### src/rtl/lru_stk_pkg.sv
package lru_stk_pkg;

   // request operation codes
   typedef enum logic [1:0] {
      OP_ACCESS = 2'd0,
      OP_FIND   = 2'd1,
      OP_INVAL  = 2'd2,
      OP_WALK   = 2'd3
   } stk_op_e;

endpackage

### src/rtl/lru_stk_match.sv
// Parallel tag compare over all stack slots, slot position of the match and
// the residency mask derived from that position.
module lru_stk_match #(
   parameter int ENTRIES = 16,
   parameter int TAG_W   = 26,
   parameter int BASE    = 2,
   parameter int IDX_W   = 4,
   parameter int NSZ     = 3
) (
   input  logic [ENTRIES*TAG_W-1:0] slot_tag_i,
   input  logic [ENTRIES-1:0]       slot_valid_i,
   input  logic [TAG_W-1:0]         key_i,
   output logic                     hit_o,
   output logic [IDX_W-1:0]         pos_o,
   output logic [NSZ-1:0]           mask_o
);

   logic [ENTRIES-1:0] eq;

   generate
      for (genvar i = 0; i < ENTRIES; i++) begin : g_cmp
         assign eq[i] = slot_valid_i[i] && (slot_tag_i[i*TAG_W +: TAG_W] == key_i);
      end
   endgenerate

   always_comb begin
      hit_o = |eq;
      pos_o = '0;
      for (int i = ENTRIES - 1; i >= 0; i--) begin
         if (eq[i]) pos_o = IDX_W'(i);
      end
   end

   generate
      for (genvar k = 0; k < NSZ; k++) begin : g_res
         localparam int LIMIT = BASE << k;
         assign mask_o[k] = hit_o && (int'(pos_o) < LIMIT);
      end
   endgenerate

endmodule

### src/rtl/lru_stk_order.sv
// Recency stack: slot 0 is most recent. Supports move-to-front (with optional
// refill) and move-to-back (invalidate) of one slot per cycle.
module lru_stk_order #(
   parameter int ENTRIES = 16,
   parameter int TAG_W   = 26,
   parameter int IDX_W   = 4
) (
   input  logic                     clk,
   input  logic                     rst_n,
   input  logic                     to_front_i,
   input  logic                     to_back_i,
   input  logic [IDX_W-1:0]         pos_i,
   input  logic                     fill_i,
   input  logic [TAG_W-1:0]         tag_i,
   output logic [ENTRIES*TAG_W-1:0] slot_tag_o,
   output logic [ENTRIES-1:0]       slot_valid_o,
   output logic [ENTRIES-1:0]       slot_touch_o,
   output logic [ENTRIES*IDX_W-1:0] slot_id_o
);

   localparam int LAST = ENTRIES - 1;

   logic [TAG_W-1:0] tag_q [ENTRIES];
   logic [TAG_W-1:0] tag_d [ENTRIES];
   logic [IDX_W-1:0] id_q  [ENTRIES];
   logic [IDX_W-1:0] id_d  [ENTRIES];
   logic             val_q [ENTRIES];
   logic             val_d [ENTRIES];
   logic             tch_q [ENTRIES];
   logic             tch_d [ENTRIES];

   always_comb begin
      int src;
      for (int i = 0; i < ENTRIES; i++) begin
         src = i;
         if (to_front_i) begin
            if (i == 0)                src = int'(pos_i);
            else if (i <= int'(pos_i)) src = i - 1;
         end else if (to_back_i) begin
            if (i == LAST)             src = int'(pos_i);
            else if (i >= int'(pos_i)) src = i + 1;
         end
         tag_d[i] = tag_q[src];
         id_d[i]  = id_q[src];
         val_d[i] = val_q[src];
         tch_d[i] = tch_q[src];
      end
      if (to_front_i) begin
         if (fill_i) begin
            tag_d[0] = tag_i;
            val_d[0] = 1'b1;
            tch_d[0] = 1'b0;
         end else begin
            tch_d[0] = 1'b1;
         end
      end
      if (to_back_i) begin
         val_d[LAST] = 1'b0;
         tch_d[LAST] = 1'b0;
      end
   end

   generate
      for (genvar i = 0; i < ENTRIES; i++) begin : g_slot
         always_ff @(posedge clk) begin
            if (!rst_n) begin
               tag_q[i] <= '0;
               id_q[i]  <= IDX_W'(i);
               val_q[i] <= 1'b0;
               tch_q[i] <= 1'b0;
            end else begin
               tag_q[i] <= tag_d[i];
               id_q[i]  <= id_d[i];
               val_q[i] <= val_d[i];
               tch_q[i] <= tch_d[i];
            end
         end
         assign slot_tag_o[i*TAG_W +: TAG_W] = tag_q[i];
         assign slot_id_o[i*IDX_W +: IDX_W]  = id_q[i];
         assign slot_valid_o[i]              = val_q[i];
         assign slot_touch_o[i]              = tch_q[i];
      end
   endgenerate

endmodule

### src/rtl/lru_stk_stats.sv
// Per-capacity hit/miss counters plus the total access counter.
module lru_stk_stats #(
   parameter int NSZ   = 3,
   parameter int CNT_W = 16
) (
   input  logic                     clk,
   input  logic                     rst_n,
   input  logic                     count_i,
   input  logic                     hit_i,
   input  logic [NSZ-1:0]           mask_i,
   output logic [CNT_W-1:0]         acc_o,
   output logic [(NSZ+1)*CNT_W-1:0] hit_o,
   output logic [(NSZ+1)*CNT_W-1:0] miss_o
);

   logic [NSZ:0]     in_size;
   logic [CNT_W-1:0] acc_q;

   assign in_size = {hit_i, mask_i};

   always_ff @(posedge clk) begin
      if (!rst_n)       acc_q <= '0;
      else if (count_i) acc_q <= acc_q + 1'b1;
   end
   assign acc_o = acc_q;

   generate
      for (genvar k = 0; k <= NSZ; k++) begin : g_size
         logic [CNT_W-1:0] hq;
         logic [CNT_W-1:0] mq;
         always_ff @(posedge clk) begin
            if (!rst_n) begin
               hq <= '0;
               mq <= '0;
            end else if (count_i) begin
               if (in_size[k]) hq <= hq + 1'b1;
               else            mq <= mq + 1'b1;
            end
         end
         assign hit_o[k*CNT_W +: CNT_W]  = hq;
         assign miss_o[k*CNT_W +: CNT_W] = mq;
      end
   endgenerate

endmodule

### src/rtl/lru_stk_walk.sv
// Walks all ways in index order, one per cycle, with early termination.
module lru_stk_walk #(
   parameter int ENTRIES = 16,
   parameter int TAG_W   = 26,
   parameter int IDX_W   = 4,
   parameter int OFFS_W  = 6
) (
   input  logic                     clk,
   input  logic                     rst_n,
   input  logic                     start_i,
   input  logic                     stop_i,
   input  logic [ENTRIES*TAG_W-1:0] slot_tag_i,
   input  logic [ENTRIES-1:0]       slot_valid_i,
   input  logic [ENTRIES-1:0]       slot_touch_i,
   input  logic [ENTRIES*IDX_W-1:0] slot_id_i,
   output logic                     busy_o,
   output logic [IDX_W-1:0]         idx_o,
   output logic [TAG_W+OFFS_W-1:0]  addr_o,
   output logic                     live_o,
   output logic                     touch_o
);

   localparam logic [IDX_W-1:0] LAST_ID = IDX_W'(ENTRIES - 1);

   logic             busy_q;
   logic [IDX_W-1:0] ptr_q;
   logic [TAG_W-1:0] sel_tag;

   always_ff @(posedge clk) begin
      if (!rst_n) begin
         busy_q <= 1'b0;
         ptr_q  <= '0;
      end else if (start_i) begin
         busy_q <= 1'b1;
         ptr_q  <= '0;
      end else if (busy_q) begin
         if (stop_i || ptr_q == LAST_ID) busy_q <= 1'b0;
         else                            ptr_q  <= ptr_q + 1'b1;
      end
   end

   always_comb begin
      sel_tag = '0;
      live_o  = 1'b0;
      touch_o = 1'b0;
      for (int i = 0; i < ENTRIES; i++) begin
         if (slot_id_i[i*IDX_W +: IDX_W] == ptr_q) begin
            sel_tag = slot_tag_i[i*TAG_W +: TAG_W];
            live_o  = slot_valid_i[i];
            touch_o = slot_touch_i[i];
         end
      end
   end

   assign busy_o = busy_q;
   assign idx_o  = ptr_q;
   assign addr_o = {sel_tag, {OFFS_W{1'b0}}};

endmodule

### src/rtl/lru_stk_tags.sv
module lru_stk_tags
   import lru_stk_pkg::*;
#(
   parameter int ADDR_W  = 32,
   parameter int OFFS_W  = 6,
   parameter int ENTRIES = 16,
   parameter int BASE    = 2,
   parameter int CNT_W   = 16,
   localparam int IDX_W  = $clog2(ENTRIES),
   localparam int NSZ    = $clog2(ENTRIES / BASE)
) (
   input  logic                     clk,
   input  logic                     rst_n,
   input  logic                     req_valid,
   output logic                     req_ready,
   input  logic [1:0]               req_op,
   input  logic [ADDR_W-1:0]        req_addr,
   output logic                     rsp_valid,
   output logic                     rsp_hit,
   output logic [IDX_W-1:0]         rsp_idx,
   output logic [NSZ-1:0]           rsp_mask,
   input  logic                     walk_stop,
   output logic                     walk_valid,
   output logic [IDX_W-1:0]         walk_idx,
   output logic [ADDR_W-1:0]        walk_addr,
   output logic                     walk_live,
   output logic                     walk_touched,
   output logic [CNT_W-1:0]         acc_cnt,
   output logic [(NSZ+1)*CNT_W-1:0] hit_cnt,
   output logic [(NSZ+1)*CNT_W-1:0] miss_cnt
);

   localparam int TAG_W = ADDR_W - OFFS_W;
   localparam logic [IDX_W-1:0] LAST_POS = IDX_W'(ENTRIES - 1);

   // elaboration-time parameter checks
   generate
      if (ENTRIES < 2 || (ENTRIES & (ENTRIES - 1)) != 0) begin : g_bad_entries
         $error("ENTRIES must be a power of two of at least 2");
      end
      if (BASE < 1 || (BASE & (BASE - 1)) != 0 || BASE >= ENTRIES) begin : g_bad_base
         $error("BASE must be a power of two below ENTRIES");
      end
      if (OFFS_W < 1 || OFFS_W >= ADDR_W) begin : g_bad_offs
         $error("OFFS_W must lie between 1 and ADDR_W-1");
      end
      if (CNT_W < 2) begin : g_bad_cnt
         $error("CNT_W must be at least 2");
      end
   endgenerate

   stk_op_e              op_w;
   logic                 accept;
   logic                 do_access;
   logic                 do_inval;
   logic                 do_walk;
   logic [TAG_W-1:0]     key;
   logic                 unused_offs;

   logic [ENTRIES*TAG_W-1:0] slot_tags;
   logic [ENTRIES-1:0]       slot_valid;
   logic [ENTRIES-1:0]       slot_touch;
   logic [ENTRIES*IDX_W-1:0] slot_ids;

   logic                 m_hit;
   logic [IDX_W-1:0]     m_pos;
   logic [NSZ-1:0]       m_mask;
   logic [IDX_W-1:0]     sel_pos;
   logic                 walk_busy;
   logic [TAG_W+OFFS_W-1:0] walk_addr_w;

   assign op_w        = stk_op_e'(req_op);
   assign accept      = req_valid && req_ready;
   assign do_access   = accept && (op_w == OP_ACCESS);
   assign do_inval    = accept && (op_w == OP_INVAL);
   assign do_walk     = accept && (op_w == OP_WALK);
   assign key         = req_addr[ADDR_W-1:OFFS_W];
   assign unused_offs = ^req_addr[OFFS_W-1:0];
   assign req_ready   = !walk_busy;

   lru_stk_match #(
      .ENTRIES(ENTRIES), .TAG_W(TAG_W), .BASE(BASE), .IDX_W(IDX_W), .NSZ(NSZ)
   ) u_match (
      .slot_tag_i  (slot_tags),
      .slot_valid_i(slot_valid),
      .key_i       (key),
      .hit_o       (m_hit),
      .pos_o       (m_pos),
      .mask_o      (m_mask)
   );

   // a miss promotes the least recent slot, which is then refilled
   assign sel_pos = m_hit ? m_pos : LAST_POS;

   lru_stk_order #(
      .ENTRIES(ENTRIES), .TAG_W(TAG_W), .IDX_W(IDX_W)
   ) u_order (
      .clk         (clk),
      .rst_n       (rst_n),
      .to_front_i  (do_access),
      .to_back_i   (do_inval && m_hit),
      .pos_i       (sel_pos),
      .fill_i      (!m_hit),
      .tag_i       (key),
      .slot_tag_o  (slot_tags),
      .slot_valid_o(slot_valid),
      .slot_touch_o(slot_touch),
      .slot_id_o   (slot_ids)
   );

   lru_stk_stats #(
      .NSZ(NSZ), .CNT_W(CNT_W)
   ) u_stats (
      .clk    (clk),
      .rst_n  (rst_n),
      .count_i(do_access),
      .hit_i  (m_hit),
      .mask_i (m_mask),
      .acc_o  (acc_cnt),
      .hit_o  (hit_cnt),
      .miss_o (miss_cnt)
   );

   lru_stk_walk #(
      .ENTRIES(ENTRIES), .TAG_W(TAG_W), .IDX_W(IDX_W), .OFFS_W(OFFS_W)
   ) u_walk (
      .clk         (clk),
      .rst_n       (rst_n),
      .start_i     (do_walk),
      .stop_i      (walk_stop),
      .slot_tag_i  (slot_tags),
      .slot_valid_i(slot_valid),
      .slot_touch_i(slot_touch),
      .slot_id_i   (slot_ids),
      .busy_o      (walk_busy),
      .idx_o       (walk_idx),
      .addr_o      (walk_addr_w),
      .live_o      (walk_live),
      .touch_o     (walk_touched)
   );

   assign walk_valid = walk_busy;
   assign walk_addr  = walk_addr_w;

   // registered response
   always_ff @(posedge clk) begin
      if (!rst_n) begin
         rsp_valid <= 1'b0;
         rsp_hit   <= 1'b0;
         rsp_idx   <= '0;
         rsp_mask  <= '0;
      end else begin
         rsp_valid <= accept && (op_w != OP_WALK);
         if (accept && (op_w != OP_WALK)) begin
            rsp_hit  <= m_hit;
            rsp_mask <= m_mask;
            if (m_hit || do_access) rsp_idx <= slot_ids[sel_pos*IDX_W +: IDX_W];
            else                    rsp_idx <= '0;
         end
      end
   end

endmodule

### config.mk
export PLATFORM = sky130hd
export DESIGN_NAME = lru_stk_tags
export DESIGN_NICKNAME = d
export VERILOG_FILES = /design/src/rtl/lru_stk_pkg.sv /design/src/rtl/lru_stk_match.sv /design/src/rtl/lru_stk_order.sv /design/src/rtl/lru_stk_stats.sv /design/src/rtl/lru_stk_walk.sv /design/src/rtl/lru_stk_tags.sv
export SDC_FILE = /design/constraint.sdc
export NUM_CORES = 2
export LEC_CHECK = 0
export BUFFER_PORTS_ARGS = -buffer_cell sky130_fd_sc_hd__buf_4
export CAP_MARGIN = 10
export CORE_MARGIN = 5
export CORE_UTILIZATION = 55
export CTS_BUF_LIST = sky130_fd_sc_hd__clkbuf_8
export CTS_CLUSTER_DIAMETER = 100
export DETAILED_ROUTE_END_ITERATION = 7
export PLACE_DENSITY = 0.73
export SYNTH_ARGS = -nofsm -noshare
export SYNTH_HDL_FRONTEND = slang
export SYNTH_HIERARCHICAL = 1
export SYNTH_SLANG_ARGS = --single-unit
### constraint.sdc
create_clock -name clk -period 5.89 [get_ports clk]
set_input_delay 0.2945 -clock clk [delete_from_list [all_inputs] [get_ports clk]]
set_output_delay 0.2945 -clock clk [all_outputs]
set_load 0.005 [all_outputs]
==> results.txt <==
----------------------------------------------------
[Placement]
  Instance area after placement ... between 50,000 and 60,000 µm²
  Final Wtd Congestion ... about 1.1
  Place WS ... between 400 and 500 ps
  Post-DP HPWL ... between 150 and 200 mm
  Placed Instances ... between 7,000 and 8,000
  Total of buffers placed on input and output ports ... around 220

[Power]
  Switching power of the nets ... roughly 3.6 mW
  Total power ... 11.5 mW
  Internal power ... roughly 8 mW
  Cell Pwr Density ... between 200 and 250 nW/µm²
  Logic gate share of total power ... around 15%
  Switching share of power ... between 30% and 40%
  Proportion of power drawn by flip-flops and latches ... 42.7%
  Clock power share ... 42.5%
  Peak supply drop ... 0.223 mV
  Leakage power summed over all cells ... slightly above 20 nW

[Clock network]
  H-tree levels ... 3
  Clock-pin transition on the worst setup and hold timing paths ... 60 ps
  Number of buffers inserted during clock tree synthesis ... 121
  CTS tree ... yes
  Cell chosen for the clock root ... sky130_fd_sc_hd__clkbuf_8
  TritonCTS sink count ... 670
  Clock insertion delay at the later pin of the skew report ... roughly 850 ps
  Postcts setup bufs ... 0
  Buffer levels on the longest clock path ... 3

[Cells and area]
  P&R area growth vs syn ... 11.7%
  Multi-input logic area ... 31,200 µm²
  # nets final ... between 6,000 and 7,000
  Fill cell count ... ~7,800
  Non-Filler Instances ... 7,270
  Share of cells above drive strength 1 ... between 10% and 20%
  Finished layout cell area ... around 53,000 µm²
  Sequential standard cell area ... roughly 13,000 µm²

[Logic synthesis]
  FFs w/ async S/R, synth ... 0%
  Number of flops mapped to enable cells by yosys ... 2
  Cell area after synthesis ... 47,700 µm²
  Library cell with the largest summed area after synthesis ... sky130_fd_sc_hd__dfxtp_1
  Synth top cells by count ... sky130_fd_sc_hd__dfxtp_1, sky130_fd_sc_hd__nand2_1, sky130_fd_sc_hd__nor2_1
  Register bit total from synthesis ... 670
  Most frequent cell after synthesis ... sky130_fd_sc_hd__dfxtp_1
  Leading cell types by total area after synthesis ... sky130_fd_sc_hd__dfxtp_1, sky130_fd_sc_hd__mux2i_1, sky130_fd_sc_hd__xnor2_1, sky130_fd_sc_hd__nand2_1, sky130_fd_sc_hd__nor2_1
  Unique masters post-synth ... 106
  Synthesized area divided by synthesized cell count ... 8.03 µm²
  Warning count from the yosys run ... 6
  Share of synthesized area occupied by flip-flops and latches ... 28.1%
  Count of mapped cells out of synthesis ... just under 6,000
  Yosys top cell area share ... 28.0%
  Predominant post-synthesis flop cell ... sky130_fd_sc_hd__dfxtp_1

[Route]
  Via Count ... just over 50,000
  Antenna Nets Post-Route ... 0
  Number of design rule violations left after detail routing ... 1
  Wire length after detailed routing ... between 200 and 250 mm
  DRT Pass-1 Iters ... 8
  DRC violation total after the first TritonRoute iteration ... 9,124
  Wire per inst ... 30.0 µm
  Ratio of routed vias to standard cells ... between 7 and 8

[Timing]
  Clock skew after layout ... a little over 70 ps
  RSZ-0062 raised after global routing ... no
  Peak clock frequency supported by timing ... between 150 and 200 MHz
  Final period demand of the worst path ... 5960 ps
  Period Utilization, post-route ... 101%
  Setup slack of the critical path after layout ... -75.0 ps
  Final Hold Violating Endpoints ... 0
  Transition at the pin with the smallest max-transition slack ... 1460 ps
  Final Slew Violations ... 0
  Headroom to the max-slew limit ... around 2.2%
  Final setup violation count ... 1
  Hold Slack ... about 64 ps

[Floorplanning]
  Floorplan row count ... between 100 and 150
  Initial standard-cell utilization of the core ... between 50% and 60%
  Area of the core ... 86,500 µm²
  Ports placed on the boundary ... 231
  DIE WIDTH ... 305 µm
  Total die area ... around 90,000 µm²
  Die extent in y ... roughly 300 µm

[GRT]
  Largest net degree at the start of global routing ... 176
  Combined global-route utilization of all metal layers ... a little over two fifths
  Wire length of the first global-routing pass ... 315 mm
  Leftover overflow at the end of global routing ... 0
  Initial antenna violation count ... 6
  Via count of the first global-routing pass ... around 47,000

[Critical path]
  Critical path class ... reg -> reg
  Biggest fanout along the worst timing path ... 40
  Kind of start point of the critical path ... register
  Worst EP arrival ... 6660 ps
  Category of the worst setup path capture point ... register
  Critical path data required time ... ~6600 ps

[Worst hold path]
  Worst Hold Class ... in -> reg

[Status]
  Outcome ... complete, but fails checks
  Violations in the final reports ... design-rule violations, negative setup slack

[Job]
  Total of max-cap violations ... 0

----------------------------------------------------
## worst paths after layout
check | startpoint | endpoint | slack, ps | depth (start not counted)
setup reg to reg | u_order/tag_q[14][22] | u_order/tag_q[0][23] | -70 | 17
hold reg to reg | rsp_idx[1] | rsp_idx[1] | 470 | 2
setup / recovery | u_order/tag_q[14][22] | u_order/tag_q[0][23] | -70 | 17
hold / removal | req_valid | rsp_idx[1] | 60 | 5
## final cells by class
class                           count  area share (%)
Multi-Input combinational cell   4608            58.5
Sequential cell                   670            25.2
Timing Repair Buffer              511            7.87
Clock buffer                      158            4.08
Tap cell                         1155            2.71
Clock inverter                     66           0.882
Inverter                           98           0.709
Antenna cell                        4          0.0188
## worst max-delay path: stages (launching register included)
cell,delay (ps)
sky130_fd_sc_hd__dfxtp_1,460
sky130_fd_sc_hd__xnor2_1,250
sky130_fd_sc_hd__nand4_1,250
sky130_fd_sc_hd__or4_4,180
sky130_fd_sc_hd__nor2_2,40
sky130_fd_sc_hd__nor2_1,80
sky130_fd_sc_hd__nand3_1,170
sky130_fd_sc_hd__nor3_1,900
sky130_fd_sc_hd__nand2b_1,300
sky130_fd_sc_hd__buf_4,290
sky130_fd_sc_hd__nand2b_2,250
sky130_fd_sc_hd__buf_4,310
sky130_fd_sc_hd__buf_4,560
sky130_fd_sc_hd__mux2_2,400
sky130_fd_sc_hd__a221o_1,320
sky130_fd_sc_hd__a21oi_1,630
sky130_fd_sc_hd__a211o_1,310
sky130_fd_sc_hd__a31oi_1,110
## flip-flops by register name (all words and copies together), names as in the netlist
name,count
u_order/tch_q,16
rsp_mask,3
u_order/val_q,16
u_walk/idx_o,4
u_walk/busy_o,1
rsp_hit,1
u_order/id_q,64
rsp_valid,1
u_stats/acc_o,16
u_order/tag_q,416
u_stats/g_size.hq,64
rsp_idx,4
u_stats/g_size.mq,64
## metrics by stage
stage	util [%]	TNS [ps]
after floorplan	-	0
after global routing	61.6	0
final	61.6	-75.0
after global placement	58.3	0
after detailed placement	58.3	0
after CTS	61.6	0
## power groups by stage
stage                     clock network, mW  logic [mW]  registers (mW)
after floorplan                           0       0.999            4.89
after global placement                    0        1.55            4.98
after detailed placement                  0        1.56            4.98
after CTS                              4.89        1.59            4.88
after global routing                   5.10        1.72            4.90
final                                  4.88        1.70            4.90
## routing by layer
metal | up-vias | part of all wire, % | GRT usage [%] | wire (µm)
met1 | 24300 | 36 | 54.6 | 77800
met2 | 4258 | 42 | 65.1 | 90500
li1 | 21900 | - | - | -
met3 | 999 | 14 | 12.4 | 29500
met4 | 6 | 9.3 | 31.2 | 20200
met5 | - | 0.017 | 0 | 36
## logic make-up (layout without fill, tap and decap cells)
group | after synthesis | after routing | synth area share [%]
adder cells (fa/ha/maj) | 10 | 10 | 0.262
AND/OR/NAND/NOR | 1897 | 1897 | 18.5
buffers and inverters | 672 | 833 | 7.08
AO/OA/AOI/OAI | 1625 | 1625 | 23.9
flip-flops | 670 | 670 | 28.1
multiplexers | 490 | 490 | 11.4
XOR/XNOR | 580 | 580 | 10.7
other | 1 | 10 | 0.00786
## placed cells by master, fill, tap and decap left out, types with 110 or more instances in the layout
cell type	count
sky130_fd_sc_hd__inv_1	131
sky130_fd_sc_hd__dfxtp_1	668
sky130_fd_sc_hd__clkbuf_8	158
sky130_fd_sc_hd__nor2_1	570
sky130_fd_sc_hd__a211oi_1	248
sky130_fd_sc_hd__a21oi_1	318
sky130_fd_sc_hd__nand4_1	152
sky130_fd_sc_hd__xor2_1	219
sky130_fd_sc_hd__mux2i_1	363
sky130_fd_sc_hd__nand2_1	616
sky130_fd_sc_hd__a311oi_1	110
sky130_fd_sc_hd__a22oi_1	159
sky130_fd_sc_hd__o21ai_0	166
sky130_fd_sc_hd__nand3_1	159
sky130_fd_sc_hd__xnor2_1	357
sky130_fd_sc_hd__buf_4	464
## what timing repair did
action                                 CTS  global route
resized for setup                        0             2
hold buffers                            23             0
endpoints found under the hold margin   47             0
setup endpoints to repair                0             2
(Power assumes the default switching activity.)
